### src/rtl/shf_pkg.sv
package shf_pkg;
  typedef enum logic [2:0] {
    K_SL_ACC,
    K_SL_PAIR,
    K_SR_LOG,
    K_SR_ARITH,
    K_SR_ROT
  } step_kind_e;

  typedef enum logic {
    S_IDLE,
    S_RUN
  } shf_state_e;
endpackage

### src/rtl/shf_decode.sv
module shf_decode
  import shf_pkg::*;
(
  input  logic       dir_right,
  input  logic [1:0] variant,
  input  logic       tag_nz,
  output step_kind_e kind,
  output logic       norm,
  output logic       bad
);
  always_comb begin
    kind = K_SL_ACC;
    norm = 1'b0;
    bad  = 1'b0;
    if (!dir_right) begin
      kind = variant[1] ? K_SL_PAIR : K_SL_ACC;
      norm = variant[0] & tag_nz;
    end else begin
      case (variant)
        2'b00:   kind = K_SR_LOG;
        2'b10:   kind = K_SR_ARITH;
        2'b11:   kind = K_SR_ROT;
        default: begin
          kind = K_SR_LOG;
          bad  = 1'b1;
        end
      endcase
    end
  end
endmodule

### src/rtl/shf_step.sv
module shf_step
  import shf_pkg::*;
#(
  parameter int W = 16
) (
  input  step_kind_e     kind,
  input  logic [W-1:0]   acc,
  input  logic [W-1:0]   ext,
  output logic [W-1:0]   acc_nx,
  output logic [W-1:0]   ext_nx,
  output logic           msb_out
);
  assign msb_out = acc[W-1];

  always_comb begin
    acc_nx = acc;
    ext_nx = ext;
    case (kind)
      K_SL_ACC:   acc_nx = {acc[W-2:0], 1'b0};
      K_SL_PAIR: begin
        acc_nx = {acc[W-2:0], ext[W-1]};
        ext_nx = {ext[W-2:0], 1'b0};
      end
      K_SR_LOG:   acc_nx = {1'b0, acc[W-1:1]};
      K_SR_ARITH: begin
        acc_nx = {acc[W-1], acc[W-1:1]};
        ext_nx = {acc[0], ext[W-1:1]};
      end
      K_SR_ROT: begin
        acc_nx = {ext[0], acc[W-1:1]};
        ext_nx = {acc[0], ext[W-1:1]};
      end
      default: begin
        acc_nx = acc;
        ext_nx = ext;
      end
    endcase
  end
endmodule

### src/rtl/shf_norm_unit.sv
module shf_norm_unit
  import shf_pkg::*;
#(
  parameter int DATA_W = 16,
  parameter int CNT_W  = 6
) (
  input  logic              clk,
  input  logic              rst_n,
  input  logic              start,
  input  logic              dir_right,
  input  logic [1:0]        variant,
  input  logic [CNT_W-1:0]  count,
  input  logic              tag_nz,
  input  logic [DATA_W-1:0] idx_in,
  input  logic [DATA_W-1:0] acc_in,
  input  logic [DATA_W-1:0] ext_in,
  input  logic              carry_in,
  output logic              busy,
  output logic              done,
  output logic [DATA_W-1:0] acc_out,
  output logic [DATA_W-1:0] ext_out,
  output logic              carry_out,
  output logic              idx_wr,
  output logic [DATA_W-1:0] idx_val,
  output logic              invalid
);
  localparam int KEEP_LO = 8;
  localparam int HI_W    = DATA_W - KEEP_LO;
  localparam int PAD_W   = KEEP_LO - CNT_W;

  // reset: asserted at once, released through two flops
  logic [1:0] rst_sync_q;
  logic       rst_int_n;
  always_ff @(posedge clk or negedge rst_n) begin
    if (!rst_n) rst_sync_q <= 2'b00;
    else        rst_sync_q <= {rst_sync_q[0], 1'b1};
  end
  assign rst_int_n = rst_sync_q[1];

  step_kind_e        dec_kind;
  logic              dec_norm, dec_bad;
  logic              cnt_zero;

  shf_decode u_dec (
    .dir_right (dir_right),
    .variant   (variant),
    .tag_nz    (tag_nz),
    .kind      (dec_kind),
    .norm      (dec_norm),
    .bad       (dec_bad)
  );

  assign cnt_zero = (count == '0);

  shf_state_e        st_q, st_n;
  step_kind_e        kind_q, kind_n;
  logic              norm_q, norm_n, bad_q, bad_n;
  logic [CNT_W-1:0]  rem_q, rem_n;
  logic [HI_W-1:0]   hi_q, hi_n;
  logic [DATA_W-1:0] acc_q, acc_n, ext_q, ext_n, idxv_q, idxv_n;
  logic              c_q, c_n;
  logic              done_q, done_n, wr_q, wr_n, inv_q, inv_n;
  logic [DATA_W-1:0] stp_acc, stp_ext;
  logic              stp_msb, stop, en;

  shf_step #(.W(DATA_W)) u_step (
    .kind    (kind_q),
    .acc     (acc_q),
    .ext     (ext_q),
    .acc_nx  (stp_acc),
    .ext_nx  (stp_ext),
    .msb_out (stp_msb)
  );

  assign stop = (rem_q == '0) || (norm_q && acc_q[DATA_W-1]);
  assign en   = (st_q == S_RUN) || start || done_q;

  always_comb begin
    st_n   = st_q;
    kind_n = kind_q;
    norm_n = norm_q;
    bad_n  = bad_q;
    rem_n  = rem_q;
    hi_n   = hi_q;
    acc_n  = acc_q;
    ext_n  = ext_q;
    c_n    = c_q;
    idxv_n = idxv_q;
    done_n = 1'b0;
    wr_n   = 1'b0;
    inv_n  = 1'b0;
    case (st_q)
      S_IDLE: begin
        if (start) begin
          st_n   = S_RUN;
          kind_n = dec_kind;
          norm_n = dec_norm & ~cnt_zero;
          bad_n  = dec_bad & ~cnt_zero;
          rem_n  = dec_bad ? '0 : count;
          hi_n   = idx_in[DATA_W-1:KEEP_LO];
          acc_n  = acc_in;
          ext_n  = ext_in;
          c_n    = carry_in;
        end
      end
      default: begin
        if (!stop) begin
          acc_n = stp_acc;
          ext_n = stp_ext;
          rem_n = rem_q - 1'b1;
          if (!norm_q && (kind_q == K_SL_ACC || kind_q == K_SL_PAIR))
            c_n = stp_msb;
        end else begin
          st_n   = S_IDLE;
          done_n = 1'b1;
          inv_n  = bad_q;
          if (norm_q) begin
            wr_n   = 1'b1;
            c_n    = (rem_q != '0);
            idxv_n = {hi_q, {PAD_W{1'b0}}, rem_q};
          end
        end
      end
    endcase
  end

  always_ff @(posedge clk or negedge rst_int_n) begin
    if (!rst_int_n) begin
      st_q   <= S_IDLE;
      kind_q <= K_SL_ACC;
      norm_q <= 1'b0;
      bad_q  <= 1'b0;
      rem_q  <= '0;
      hi_q   <= '0;
      acc_q  <= '0;
      ext_q  <= '0;
      c_q    <= 1'b0;
      idxv_q <= '0;
      done_q <= 1'b0;
      wr_q   <= 1'b0;
      inv_q  <= 1'b0;
    end else if (en) begin
      st_q   <= st_n;
      kind_q <= kind_n;
      norm_q <= norm_n;
      bad_q  <= bad_n;
      rem_q  <= rem_n;
      hi_q   <= hi_n;
      acc_q  <= acc_n;
      ext_q  <= ext_n;
      c_q    <= c_n;
      idxv_q <= idxv_n;
      done_q <= done_n;
      wr_q   <= wr_n;
      inv_q  <= inv_n;
    end
  end

  assign busy      = (st_q == S_RUN);
  assign done      = done_q;
  assign acc_out   = acc_q;
  assign ext_out   = ext_q;
  assign carry_out = c_q;
  assign idx_wr    = wr_q;
  assign idx_val   = idxv_q;
  assign invalid   = inv_q;
endmodule

### config.mk
export PLATFORM = sky130hd
export DESIGN_NAME = shf_norm_unit
export DESIGN_NICKNAME = d
export VERILOG_FILES = /design/src/rtl/shf_pkg.sv /design/src/rtl/shf_decode.sv /design/src/rtl/shf_step.sv /design/src/rtl/shf_norm_unit.sv
export SDC_FILE = /design/constraint.sdc
export NUM_CORES = 1
export LEC_CHECK = 0
export BUFFER_PORTS_ARGS = -buffer_cell sky130_fd_sc_hd__buf_2
export CORE_MARGIN = 2
export CORE_UTILIZATION = 45
export CTS_CLUSTER_DIAMETER = 100
export CTS_CLUSTER_SIZE = 28
export DETAILED_ROUTE_END_ITERATION = 10
export GPL_ROUTABILITY_DRIVEN = 1
export PLACE_DENSITY = 0.82
export SETUP_SLACK_MARGIN = 0.05
export SLEW_MARGIN = 5
export SYNTH_ARGS = -nofsm -noshare
export SYNTH_HDL_FRONTEND = slang
export SYNTH_SLANG_ARGS = --single-unit
### constraint.sdc
create_clock -name clk -period 4.5 [get_ports clk]
set_input_delay 0.225 -clock clk [delete_from_list [all_inputs] [get_ports clk]]
set_output_delay 0.225 -clock clk [all_outputs]
set_load 0.05 [all_outputs]
==> out/results.tsv <==
stage	metric	value	unit
status	outcome	finished clean	
power	ir_worst_vdd	0.0005244	V
global_routing	antenna_found_initial	0	
sta	worstMarginPinSlew	1.111	ns
clock_network	cts_tree	done	
synthesis	yosysTopAreaCellShare	41.45	%
clock_network	cts_sinks	72	
layout	stdcell_count	666	
hold_path	hold_class	in -> reg	
run	cap_violations	0	
placement	dp.cells	649	
sta	fmax	326.1	MHz
sta	holdWs	0.05936	ns
drt	ant_nets	0	
sta	finalSetupViolCount	0	
sta	tns	0	ns
layout	fin_area	5024	µm²
placement	numPortBuffers	104	
worst_setup_path	crit_arrival	3.30	ns
synthesis	ys_seq_area_share	41.45	%
worst_setup_path	worstPathRequired	4.74	ns
global_routing	grt_pass1_wl	17530	µm
synthesis	async_reset_ff_share	100.0	%
floorplan	die_y	102.3	µm
sta	finalClockSkew	0.01108	ns
clock_network	clock_tree.buffer_depth	2	
power	powerDensity	920.8	nW/µm²
sta	fin_crit_sh	68.14	%
global_routing	grtUsageTotal	21.14	%
clock_network	cts_root_buf	clkbuf_8	
worst_setup_path	path_class	reg -> reg	
floorplan	rows	35	
global_routing	grt_pass1_vias	3627	
drt	wl_per_cell	16.16	µm
power	leakage	2.347	nW
floorplan	boundaryPins	115	
sta	maxSlewViolCount	0	
synthesis	yosysMostFrequentCell	dfrtp_1	
clock_network	cts_max_level	3	
floorplan	die_area	10460	µm²
global_routing	grt_max_degree	63	
clock_network	cts.hold.buffers_added	1	
synthesis	synth-seq-cells	72	
drt	num_vias	3826	
drt	drc_errors	0	
clock_network	cts_buffers	9	
sta	fin_crit	3.066	ns
worst_setup_path	cp-end-kind	flop	
placement	globalplace.congestion	0.8444	
layout	syn2layout_area_growth	15.57	%
synthesis	synth_area_leaders	dfrtp_1, nand2_1, o221ai_2	
global_routing	grt_overflow	0	
sta	slew_headroom	25.63	%
synthesis	syn_inst	453	
layout	n_antenna_cell	0	
worst_setup_path	start_kind	flop	
synthesis	synth_area	4347	µm²
floorplan	core	9328	µm²
synthesis	synth_edf_count	0	
sta	rsz0062_at_grt	false	
drt	drt_iter0_drc	231	
synthesis	synth_warnings	0	
clock_network	cts_resized	0	
synthesis	synth.largest_area_cell	dfrtp_1	
worst_setup_path	worst-path-max-fanout	25	
drt	viasPerCell	5.745	
synthesis	synth_top_flop_cell	dfrtp_1	
clock_network	postCtsSetupBuffers	0	
synthesis	synthTopCellsByCount	dfrtp_1, nand2_1, inv_1, o21ai_0, a21oi_1	
drt	drt_wl_total	10760	µm
layout	nets	596	
floorplan	initial_core_util	46.60	%
placement	post-dp-hpwl	7237	µm
sta	hold_viol	0	
layout	drive_above_1_share	32.40	%
placement	place_area	4826	µm²
clock_network	clk_latency	0.35	ns
drt	dr.pass1.iters	4	
synthesis	synth_cell_type_count	65	
synthesis	avgSynthCellArea	9.595	µm²
floorplan	die_w	102.3	µm
clock_network	clkSlewWorstSetupHoldPaths	0.08	ns
power	power	4.626	mW
-- cell type report --
class | count | area, µm²
repair buffers | 107 | 545.5
clock buffers | 10 | 137.6
fillers | 843 | 4304
inverters | 25 | 93.84
well taps | 129 | 161.4
multi-input cells | 317 | 2231
clock inverters | 6 | 50.05
flip-flops and latches | 72 | 1804
-- state kept, by name, summed over array words and instances, names as in the netlist --
register	count
idx_wr	1
rem_q	6
busy	1
rst_sync_q	2
bad_q	1
carry_out	1
invalid	1
hi_q	8
norm_q	1
acc_out	16
idx_val	14
done	1
kind_q	3
ext_out	16
-- cell families (layout without fill, tap and decap cells) --
group	count (synthesis)	in the layout	synth area share, %
flops	72	72	41.45
compound gates	139	139	24.44
buf+inv	65	148	7.369
simple gates	142	142	17.24
mux	31	31	8.751
fa+ha+maj	2	2	0.5756
other cells	2	3	0.1728
-- placed cells by master, fill, tap and decap left out, types with 12 or more instances in the layout --
master | netlist | final
nand3_1 | 14 | 14
a31oi_1 | 17 | 17
a21oi_1 | 21 | 21
dfrtp_1 | 72 | 70
a2bb2oi_1 | 12 | 12
o21ai_0 | 22 | 22
nand2_1 | 65 | 65
inv_1 | 23 | 23
nor2_1 | 19 | 19
a221oi_1 | 17 | 17
buf_2 | 13 | 104
-- critical path, cell delays in order, from the launching register on --
cell,delay [ns]
dfrtp_1,0.81
nor3b_2,0.80
nor2_1,0.18
a21oi_2,0.78
mux2_1,0.38
-- stage by stage --
step / utilization [%] / worst slack, ns
5_1_grt: 53.86 / 1.257
3_3_place_gp: 51.74 / 1.541
3_5_place_dp: 51.74 / 1.486
2_1_floorplan: - / 2.346
6_report: 53.86 / 1.434
4_1_cts: 53.86 / 1.473
-- power breakdown --
part	leakage (nW)	internal [mW]	switching [mW]
clock	0.0899	0.222	0.269
sequential	0.904	0.952	0.450
combinational	1.35	1.02	1.71
-- metal layers --
layer,part of all wire [%],up-vias,GRT usage [%]
li1,-,1824,-
met1,44,1856,28.64
met2,47,134,33.00
met3,6.8,12,6.088
met4,1.3,0,6.564
met5,0,-,0
-- path summary, 6_finish.rpt --
check	startpoint	endpoint	slack [ns]	cells after the start
max	kind_q[2]$_DFFE_PN0P_	ext_out[0]$_DFFE_PN0P_	1.43	4
min	idx_in[11]	hi_q[3]$_DFFE_PN0P_	0.06	3
max reg2reg	kind_q[2]$_DFFE_PN0P_	ext_out[0]$_DFFE_PN0P_	1.43	4
min reg2reg	rst_sync_q[1]$_DFF_PN0_	idx_val[1]$_DFFE_PN0P_	0.29	0
max in group asynchronous	rst_sync_q[1]$_DFF_PN0_	busy$_DFFE_PN0N_	3.21	1
min in group asynchronous	rst_n	rst_sync_q[1]$_DFF_PN0_	0.17	2
No activity file was read; power rests on OpenSTA's default activity.
